**src/rtl/csel_pkg.sv**
```systemverilog
package csel_pkg;
  localparam int CS_AW = 20;
  localparam int CS_DW = 32;

  typedef enum logic [2:0] {
    RG_UPPER = 3'd0,
    RG_LOWER = 3'd1,
    RG_MID   = 3'd2,
    RG_PER   = 3'd3,
    RG_IOW   = 3'd4
  } reg_idx_e;

  typedef struct packed {
    logic [CS_AW-1:0] base;
    logic [2:0]       size;
    logic             mode;
    logic             en;
    logic             wide;
    logic             rdy;
    logic [2:0]       wcode;
  } region_t;

  typedef struct packed {
    logic       hi_n;
    logic       lo_n;
    logic [3:0] mid_n;
    logic [5:0] per_n;
    logic [3:0] waits;
    logic       rdy;
    logic       wide;
  } result_t;

  localparam result_t RES_IDLE = '{hi_n: 1'b1, lo_n: 1'b1, mid_n: 4'hF,
                                   per_n: 6'h3F, waits: 4'd0, rdy: 1'b0,
                                   wide: 1'b0};

  function automatic region_t unpack_cfg(input logic [CS_DW-1:0] d);
    region_t r;
    r.base  = d[31:12];
    r.size  = d[10:8];
    r.mode  = d[6];
    r.en    = d[5];
    r.wide  = d[4];
    r.rdy   = d[3];
    r.wcode = d[2:0];
    return r;
  endfunction

  function automatic logic [3:0] wait_long(input logic [2:0] c);
    case (c)
      3'd4:    return 4'd5;
      3'd5:    return 4'd7;
      3'd6:    return 4'd9;
      3'd7:    return 4'd15;
      default: return {1'b0, c};
    endcase
  endfunction
endpackage

```
**src/rtl/csel_regs.sv**
```systemverilog
module csel_regs
  import csel_pkg::*;
(
  input  logic             clk,
  input  logic             rst_n,
  input  logic             we,
  input  logic [2:0]       idx,
  input  logic [CS_DW-1:0] data,
  output region_t          up_q,
  output region_t          lo_q,
  output region_t          mid_q,
  output region_t          per_q,
  output logic             io_wide_q
);
  localparam region_t UP_RST = '{base: 20'hF0000, size: 3'd0, mode: 1'b0,
                                 en: 1'b1, wide: 1'b0, rdy: 1'b1, wcode: 3'd3};
  localparam region_t OFF_RST = '0;

  logic unused_bits;
  assign unused_bits = ^{data[11], data[7]};

  always_ff @(posedge clk) begin
    if (!rst_n) begin
      up_q      <= UP_RST;
      lo_q      <= OFF_RST;
      mid_q     <= OFF_RST;
      per_q     <= OFF_RST;
      io_wide_q <= 1'b0;
    end else if (we) begin
      case (reg_idx_e'(idx))
        RG_UPPER: up_q      <= unpack_cfg(data);
        RG_LOWER: lo_q      <= unpack_cfg(data);
        RG_MID:   mid_q     <= unpack_cfg(data);
        RG_PER:   per_q     <= unpack_cfg(data);
        RG_IOW:   io_wide_q <= data[4];
        default:  ;
      endcase
    end
  end
endmodule

```
**src/rtl/csel_decode.sv**
```systemverilog
module csel_decode
  import csel_pkg::*;
#(
  parameter int MID_MIN_LG = 13,
  parameter int PER_LG     = 8,
  parameter int IO_W       = 16
) (
  input  logic [CS_AW-1:0] addr,
  input  logic             io,
  input  region_t          up,
  input  region_t          lo,
  input  region_t          mid,
  input  region_t          per,
  input  logic             io_wide,
  output result_t          res
);
  localparam int PER_BLK_LG   = PER_LG + 3;
  localparam int MID_MAX_CODE = CS_AW - 1 - MID_MIN_LG;
  localparam int N_MID        = 4;
  localparam int N_PER        = 6;

  logic             hit_hi, hit_lo, hit_mid, hit_per, per_blk;
  logic             take_hi, take_lo, take_mid, take_per;
  logic [2:0]       slot;
  logic [2:0]       msz;
  int               mlg;
  logic [CS_AW-1:0] mmask, msh;
  logic [1:0]       mq;
  logic [N_MID-1:0] mid_v;
  logic [N_PER-1:0] per_v;

  logic unused_fields;
  assign unused_fields = ^{up.size, up.mode, lo.size, lo.mode, per.size, per.wide};

  // midrange geometry
  always_comb begin
    msz   = (mid.size > 3'(MID_MAX_CODE)) ? 3'(MID_MAX_CODE) : mid.size;
    mlg   = MID_MIN_LG + int'(msz);
    mmask = {CS_AW{1'b1}} << mlg;
    msh   = addr >> (mlg - 2);
    mq    = msh[1:0];
  end

  assign slot = addr[PER_LG+2:PER_LG];

  always_comb begin
    if (per.mode)
      per_blk = io && (addr[IO_W-1:PER_BLK_LG] == per.base[IO_W-1:PER_BLK_LG]);
    else
      per_blk = !io && (addr[CS_AW-1:PER_BLK_LG] == per.base[CS_AW-1:PER_BLK_LG]);
  end

  assign hit_hi  = !io && up.en && (addr >= up.base);
  assign hit_lo  = !io && lo.en && (addr <= lo.base);
  assign hit_mid = !io && mid.en && (((addr ^ mid.base) & mmask) == '0);
  assign hit_per = per.en && per_blk && (slot != 3'd4) && (slot != 3'd7);

  assign take_hi  = hit_hi;
  assign take_lo  = hit_lo && !hit_hi;
  assign take_per = hit_per && !hit_hi && !hit_lo;
  assign take_mid = hit_mid && !hit_hi && !hit_lo && !hit_per;

  for (genvar g = 0; g < N_MID; g++) begin : g_mid
    assign mid_v[g] = take_mid && (mid.mode ? (g == 0) : (mq == 2'(g)));
  end

  for (genvar g = 0; g < N_PER; g++) begin : g_per
    localparam int SLOT = (g < 4) ? g : g + 1;
    assign per_v[g] = take_per && (slot == 3'(SLOT));
  end

  always_comb begin
    res       = RES_IDLE;
    res.hi_n  = !take_hi;
    res.lo_n  = !take_lo;
    res.mid_n = ~mid_v;
    res.per_n = ~per_v;
    if (take_hi) begin
      res.waits = {2'b00, up.wcode[1:0]};
      res.rdy   = up.rdy;
      res.wide  = up.wide;
    end else if (take_lo) begin
      res.waits = {2'b00, lo.wcode[1:0]};
      res.rdy   = lo.rdy;
      res.wide  = lo.wide;
    end else if (take_per) begin
      res.waits = slot[2] ? {2'b00, per.wcode[1:0]} : wait_long(per.wcode);
      res.rdy   = per.rdy;
      res.wide  = per.mode ? io_wide : mid.wide;
    end else if (take_mid) begin
      res.waits = {2'b00, mid.wcode[1:0]};
      res.rdy   = mid.rdy;
      res.wide  = mid.wide;
    end
  end
endmodule

```
**src/rtl/csel_unit.sv**
```systemverilog
module csel_unit
  import csel_pkg::*;
#(
  parameter int MID_MIN_LG = 13,
  parameter int PER_LG     = 8,
  parameter int IO_W       = 16
) (
  input  logic        clk,
  input  logic        rst_n,
  input  logic        cfg_we,
  input  logic [2:0]  cfg_idx,
  input  logic [31:0] cfg_data,
  input  logic        req_valid,
  output logic        req_ready,
  input  logic [19:0] req_addr,
  input  logic        req_io,
  output logic        rsp_valid,
  input  logic        rsp_ready,
  output logic        hi_sel_n,
  output logic        lo_sel_n,
  output logic [3:0]  mid_sel_n,
  output logic [5:0]  per_sel_n,
  output logic [3:0]  wait_states,
  output logic        need_ext_rdy,
  output logic        bus_wide
);
  region_t up_r, lo_r, mid_r, per_r;
  logic    io_wide_r;
  result_t res_d, res_q;
  logic    accept;

  csel_regs u_regs (
    .clk(clk), .rst_n(rst_n), .we(cfg_we), .idx(cfg_idx), .data(cfg_data),
    .up_q(up_r), .lo_q(lo_r), .mid_q(mid_r), .per_q(per_r), .io_wide_q(io_wide_r)
  );

  csel_decode #(.MID_MIN_LG(MID_MIN_LG), .PER_LG(PER_LG), .IO_W(IO_W)) u_dec (
    .addr(req_addr), .io(req_io), .up(up_r), .lo(lo_r), .mid(mid_r),
    .per(per_r), .io_wide(io_wide_r), .res(res_d)
  );

  assign req_ready = !rsp_valid || rsp_ready;
  assign accept    = req_valid && req_ready;

  always_ff @(posedge clk) begin
    if (!rst_n) begin
      rsp_valid <= 1'b0;
      res_q     <= RES_IDLE;
    end else if (accept) begin
      rsp_valid <= 1'b1;
      res_q     <= res_d;
    end else if (rsp_ready) begin
      rsp_valid <= 1'b0;
    end
  end

  assign hi_sel_n     = res_q.hi_n;
  assign lo_sel_n     = res_q.lo_n;
  assign mid_sel_n    = res_q.mid_n;
  assign per_sel_n    = res_q.per_n;
  assign wait_states  = res_q.waits;
  assign need_ext_rdy = res_q.rdy;
  assign bus_wide     = res_q.wide;
endmodule

```
**config.mk**
```make
export PLATFORM = sky130hd
export DESIGN_NAME = csel_unit
export DESIGN_NICKNAME = d
export VERILOG_FILES = /design/src/rtl/csel_pkg.sv /design/src/rtl/csel_regs.sv /design/src/rtl/csel_decode.sv /design/src/rtl/csel_unit.sv
export SDC_FILE = /design/constraint.sdc
export NUM_CORES = 1
export LEC_CHECK = 0
export BUFFER_PORTS_ARGS = -buffer_cell sky130_fd_sc_hd__buf_4
export CAP_MARGIN = 20
export CORE_UTILIZATION = 45
export CTS_BUF_LIST = sky130_fd_sc_hd__clkbuf_4
export DETAILED_ROUTE_END_ITERATION = 6
export SYNTH_ARGS = -nofsm -noshare
export SYNTH_HDL_FRONTEND = slang
export SYNTH_HIERARCHICAL = 1
export SYNTH_SLANG_ARGS = --single-unit
```
**constraint.sdc**
```tcl
create_clock -name clk -period 9.55 [get_ports clk]
set_clock_uncertainty 0.2 [all_clocks]
set_input_delay 1.4325 -clock clk [delete_from_list [all_inputs] [get_ports clk]]
set_output_delay 1.4325 -clock clk [all_outputs]
set_load 0.05 [all_outputs]
```
==> results of run 1 <==
-- area by class of cell --
| type | count | share of cell area, % |
|---|---|---|
| clock inverters | 12 | 1.80 |
| clock buffers | 20 | 1.93 |
| repair buffers | 83 | 8.01 |
| inverters | 61 | 2.94 |
| flip-flops and latches | 114 | 29.3 |
| multi-input cells | 564 | 53.0 |
| well taps | 184 | 2.96 |
-- state kept, by name (all words and copies together) (netlist names) --
name              count
rsp_valid             1
lo_sel_n              1
u_regs/up_q          25
need_ext_rdy          1
u_regs/mid_q         29
per_sel_n             6
hi_sel_n              1
bus_wide              1
u_regs/per_q         15
u_regs/lo_q          25
u_regs/io_wide_q      1
wait_states           4
mid_sel_n             4
-- metrics by stage --
| stage | cell area (um^2) | hold slack, ns | cells | setup WS [ns] | util (%) |
|---|---|---|---|---|---|
| floorplan | 6920 | 0.230 | 786 | 5.48 | - |
| global placement | 7490 | 0.239 | 1006 | 4.73 | 50.8 |
| detailed placement | 7490 | 0.249 | 1006 | 4.72 | 50.8 |
| CTS | 7780 | 0.265 | 1038 | 4.69 | 52.7 |
| global route | 7780 | 0.281 | 1038 | 4.30 | 52.7 |
| finish | 7780 | 0.262 | 1038 | 4.62 | 52.7 |
-- how the worst max path moves through the flow --
| stage | slack, ns | to | cells after the start | startpoint |
|---|---|---|---|---|
| floorplan | 5.48 | mid_sel_n[2]$_SDFFE_PN1P_ | 17 | u_regs/mid_q[7]$_SDFFE_PN0P_ |
| global placement | 4.73 | mid_sel_n[1]$_SDFFE_PN1P_ | 13 | u_regs/mid_q[8]$_SDFFE_PN0P_ |
| detailed placement | 4.72 | mid_sel_n[1]$_SDFFE_PN1P_ | 14 | u_regs/mid_q[8]$_SDFFE_PN0P_ |
| CTS | 4.69 | mid_sel_n[1]$_SDFFE_PN1P_ | 14 | u_regs/mid_q[8]$_SDFFE_PN0P_ |
| global route | 4.30 | mid_sel_n[1]$_SDFFE_PN1P_ | 16 | u_regs/mid_q[8]$_SDFFE_PN0P_ |
| finish | 4.62 | mid_sel_n[1]$_SDFFE_PN1P_ | 14 | u_regs/mid_q[8]$_SDFFE_PN0P_ |
-- worst register-to-register path: cells and delay by family, from the launching register on --
kind / cells / cell delay (ns)
compound gates: 5 / 1.31
fa+ha+maj: 2 / 0.95
buf+inv: 2 / 0.55
flops: 1 / 0.68
simple gates: 5 / 1.09
-- layout by cell type (no fill, tap or decap), drive strengths merged, types with 2 or more instances in the layout --
master and instances:
mux4 5, bufinv 3, o21ai 20, nand4b 3
clkinvlp 2, ha 45, nand3 29, nor4 4
a21o 4, mux2 4, o211ai 15, nor2 12
xnor2 24, mux2i 104, clkinv 8, nand4 12
and3 3, a41oi 2, nor4bb 2, o31ai 2
dfxtp 114, nand2b 9, xor2 8, a2111oi 2
or3 3, a221oi 2, a211oi 5, a211o 2
clkbuf 20, buf 83, nand2 157, a21oi 28
a21boi 3, and2 3, inv 60, o21a 3
nor2b 26, nor3 6
-- power by group through the flow --
stage / clock network, uW / registers, uW / logic [uW]
final: 374 / 495 / 166
after global routing: 408 / 497 / 181
after CTS: 383 / 496 / 166
after detailed placement: 0 / 506 / 165
after global placement: 0 / 506 / 162
after floorplan: 0 / 517 / 99.3
-- per-layer routing --
metal  track usage [%]  vias up  wire, um
li1                  -     2808         -
met1              28.9     2602      8300
met2              36.1      121      7810
met3              5.40       16       647
met4              7.23        0       242
met5                 0        -         0
==> flow_summary.toml, run 1 <==
[power_and_ir_drop]
p_int_uw = 743
finalPower_uw = 1030
p_sw_uw = 292
p_seq_share_pct = 47.9
vdd_drop_max_v = 0.0000758
combPwrFrac_pct = 16.0
clkPwrFrac_pct = 36.1
p_per_area_mw_per_mm2 = 133
swShare_pct = 28.2
p_leak_uw = 0.00332

[global_route]
grt_max_degree = 86
grt_usage_pct = 22.2
grt_overflow = 0
grt_pass1_wl_um = 27600
antenna_found_initial = 0
grt_pass1_vias = 5471

[clocking]
postCtsSetupBuffers = 0
h-tree-depth = 4
clock_path_buffers = 2
cts.sinks = 114
clkLatencyLatePin_ns = 0.55
cts_root_buffer = "clkbuf_4"
hold_buffers = 0
path_clk_slew_ns = 0.10
cts_inserted_buffers = 17
tritoncts = "done"
cts_resized = 0

[floorplan]
coreArea_mm2 = 0.0148
start_util_pct = 46.9
die_area_mm2 = 0.0159
rows = 44
dieHeight_um = 126
die_w_um = 126
ios = 81

[detailed_routing]
wl_per_cell_um = 16.4
drtAntennaViolNets = 0
vias_per_cell = 5.34
drc = 0
drt-total-wl_um = 17000
dr_total_vias = 5547
drt-pass1-iter-count = 4
drtIter0Drc = 291

[setup_path]
r2r-start = "u_regs/mid_q[8]$_SDFFE_PN0P_"
r2r_slack_ns = 4.62
crit_type = "flip-flop to flip-flop"
crit_fanout = 14
critPathCaptureType = "flip-flop"
crit_required_ns = 9.74
cpPeakStageDelay_ns = 0.68
crit_chain = "a21bo_2, inv_2, ha_1, clkinv_1, ha_1, nor2b_1, o31ai_1, o211ai_1, nand3_1, o21ai_0, and2_1, or4_1, nand3_1, o211ai_2"
cpLargestDelayFamily = "compound AO/OA/AOI/OAI gates"
reg2reg_to = "mid_sel_n[1]$_SDFFE_PN1P_"
cp_slowest_cell = "dfxtp_1"
r2r_cells = 14
crit_buf_inv = 2
worst_setup_path_start_kind = "flip-flop"
arrival_ns = 5.12

[outcome]
status = "finished, final reports clean"

[final_layout]
syn2layout_area_growth_pct = 12.5
regArea_mm2 = 0.00228
drive_gt1_share_pct = 17.3
fillCellCount = 1424
layout.nets = 947
multiInputGateArea_mm2 = 0.00413
antenna_cells = 0

[worst_hold_path]
holdPathStages = 2
worstHoldEndpoint = "u_regs/up_q[14]$_SDFFE_PN0P_"
hold_class = "flip-flop to flip-flop"
min-delay-start = "u_regs/up_q[14]$_SDFFE_PN0P_"

[placement]
portBuffers = 78
place_congestion = 0.857
dp_hpwl_um = 12400

[job]
cap_viol_max_count = 0

[synthesis]
synth_area_mm2 = 0.00692
netlist_instances = 786
syn_avg_cell_area_um2 = 8.80
yosysWarnings = 6
syn_nets = 892

[sta]
max_slew_margin_pct = 43.4
maxSlewViolCount = 0
tightest_slew_ns = 0.837
rsz0062_at_grt = "no"
fin_tns_setup_ns = 0
max_freq_ghz = 0.203
timing.final.crit_period_ns = 4.93
finalSetupViolCount = 0
period_share_pct = 51.6
final_hold_viol_count = 0
No activity file was read; power rests on OpenSTA's default activity.
==> run 2, diff against run 1 <==
--- a/config.mk
+++ b/config.mk
@@ -10,6 +10,7 @@
 export CORE_UTILIZATION = 45
 export CTS_BUF_LIST = sky130_fd_sc_hd__clkbuf_4
 export DETAILED_ROUTE_END_ITERATION = 6
+export PLACE_DENSITY = 0.66
 export SYNTH_ARGS = -nofsm -noshare
 export SYNTH_HDL_FRONTEND = slang
 export SYNTH_HIERARCHICAL = 1
==> constraint.sdc (replaced) <==
create_clock -name clk -period 4.27 [get_ports clk]
set_clock_uncertainty 0.2 [all_clocks]
set_input_delay 0.6405 -clock clk [delete_from_list [all_inputs] [get_ports clk]]
set_output_delay 0.6405 -clock clk [all_outputs]
set_load 0.05 [all_outputs]
==> flow_summary.toml, run 2 (synthesis results as in run 1) <==
[setup_path]
r2r_slack_ns = 0.35
crit_required_ns = 4.50
worst_setup_path_start_kind = "flip-flop"
crit_chain = "a21bo_2, inv_2, ha_1, clkinv_1, ha_1, a21o_1, a2111oi_4, o221ai_2, nor4_4, nand3_2, or4_1, nand3_1, o211ai_2"
cp_slowest_cell = "or4_1"
cpPeakStageDelay_ns = 0.52
crit_type = "flip-flop to flip-flop"
critPathCaptureType = "flip-flop"
crit_fanout = 9
arrival_ns = 4.15
crit_top_cell = "ha_1"

[placement]
place_congestion = 0.898
place_inst = 1019
dp_hpwl_um = 11700
portBuffers = 78
dpl_worst_slack_ns = 0.385

[global_route]
grt_usage_pct = 21.2
grt_max_degree = 68
grt_overflow = 0
grt_pass1_vias = 5362
grt_pass1_wl_um = 26500
antenna_found_initial = 1

[detailed_routing]
drt-total-wl_um = 15900
drtAntennaViolNets = 0
wl_per_cell_um = 15.1
vias_per_cell = 5.28
drt-pass1-iter-count = 4
dr_total_vias = 5553
drc = 0
drtIter0Drc = 304

[floorplan]
coreArea_mm2 = 0.0148
die_area_mm2 = 0.0159
dieHeight_um = 126
rows = 44
die_w_um = 126
start_util_pct = 46.9
ios = 81

[sta]
fin_tns_setup_ns = 0
final_hold_viol_count = 0
timing.final.crit_period_ns = 3.92
tightest_slew_ns = 0.674
maxSlewViolCount = 0
whs_ns = 0.132
rsz0062_at_grt = "no"
finalSetupViolCount = 0
setup_slack_ns = 0.349
max_slew_margin_pct = 55.1
max_freq_ghz = 0.255
period_share_pct = 91.8

[power_and_ir_drop]
swShare_pct = 28.2
p_int_uw = 1710
combPwrFrac_pct = 15.7
p_per_area_mw_per_mm2 = 300
clkPwrFrac_pct = 37.8
vdd_drop_max_v = 0.000124
p_sw_uw = 669
p_leak_uw = 0.00338
p_seq_share_pct = 46.6

[final_layout]
fillCellCount = 1440
largest_reg_flops = 29
largestRegisters = "u_regs/mid_q: 29 flops, u_regs/lo_q: 25 flops, u_regs/up_q: 25 flops"
layout.nets = 960
final_cell_mix = "nand2_1 (157), dfxtp_1 (114), mux2i_1 (104)"
syn2layout_area_growth_pct = 14.6
fin_util_pct = 53.7
fin_cells = 1052
top_register = "u_regs/mid_q"
drive_gt1_share_pct = 18.7
final_common_cell = "nand2_1"

[clocking]
cts_root_buffer = "clkbuf_4"
hold_buffers = 0
cts_resized = 0
cts_inserted_buffers = 17
path_clk_slew_ns = 0.11
postCtsSetupBuffers = 0
tritoncts = "done"
h-tree-depth = 4
clkLatencyLatePin_ns = 0.55
cts.sinks = 114
clock_path_buffers = 2

[outcome]
status = "finished, final reports clean"

[job]
cap_viol_max_count = 0

[worst_hold_path]
hold_class = "input port to flip-flop"
-- run 2: cell types whose count changed in the layout (fill, tap and decap cells not counted) --
cell | previous run | this run
buf_4 | 83 | 95
clkbuf_4 | 20 | 17
buf_12 | 0 | 1
clkinvlp_4 | 2 | 6
clkinv_2 | 3 | 2
bufinv_16 | 3 | 4
clkinv_1 | 4 | 3
diode_2 | 0 | 1
-- run 2: final timing paths --
check / from / end / depth (start not counted)
worst max-delay path: u_regs/mid_q[8]$_SDFFE_PN0P_ / mid_sel_n[1]$_SDFFE_PN1P_ / 13
worst min-delay path: cfg_data[2] / u_regs/per_q[2]$_SDFFE_PN0P_ / 3
worst max register to register: u_regs/mid_q[8]$_SDFFE_PN0P_ / mid_sel_n[1]$_SDFFE_PN1P_ / 13
worst min register to register: u_regs/up_q[20]$_SDFFE_PN0P_ / u_regs/up_q[20]$_SDFFE_PN0P_ / 2
-- run 2: layer usage --
metal  vias to the layer above  wire length, um  GRT usage [%]
li1                       2831                -              -
met1                      2601             7630           27.6
met2                       108             7410           34.9
met3                        13              725           4.89
met4                         0              144           6.24
met5                         -                0              0
-- run 2: through the flow --
stage          instance area, um^2  power [uW]
4_1_cts                       7920        2400
5_1_grt                       7920        2490
3_5_place_dp                  7600        1500
3_3_place_gp                  7600        1500
6_report                      7920        2380
2_1_floorplan                 6920        1380
-- run 2: area by class of cell --
cell class	instances	area, um^2	share of cell area, %
diodes	1	2.50	0.0316
clock buffers	17	128	1.61
clock inverters	15	191	2.42
inverters	61	229	2.89
multi-input cells	564	4130	52.1
flip-flops and latches	114	2280	28.8
well taps	184	230	2.91
repair buffers	96	733	9.25
-- run 2: power by group through the flow --
stage	sequential [uW]	combinational [uW]	clock [uW]
global route	1110	410	966
detailed placement	1130	372	0
floorplan	1160	222	0
CTS	1110	374	924
finish	1110	372	897
global placement	1130	371	0
-- run 2: worst max-delay path, delay by kind of cell, from the launching register on --
family	cells	cell delay (ns)
flops	1	0.51
buf+inv	2	0.31
simple gates	4	1.17
compound gates	5	0.98
fa+ha+maj	2	0.63
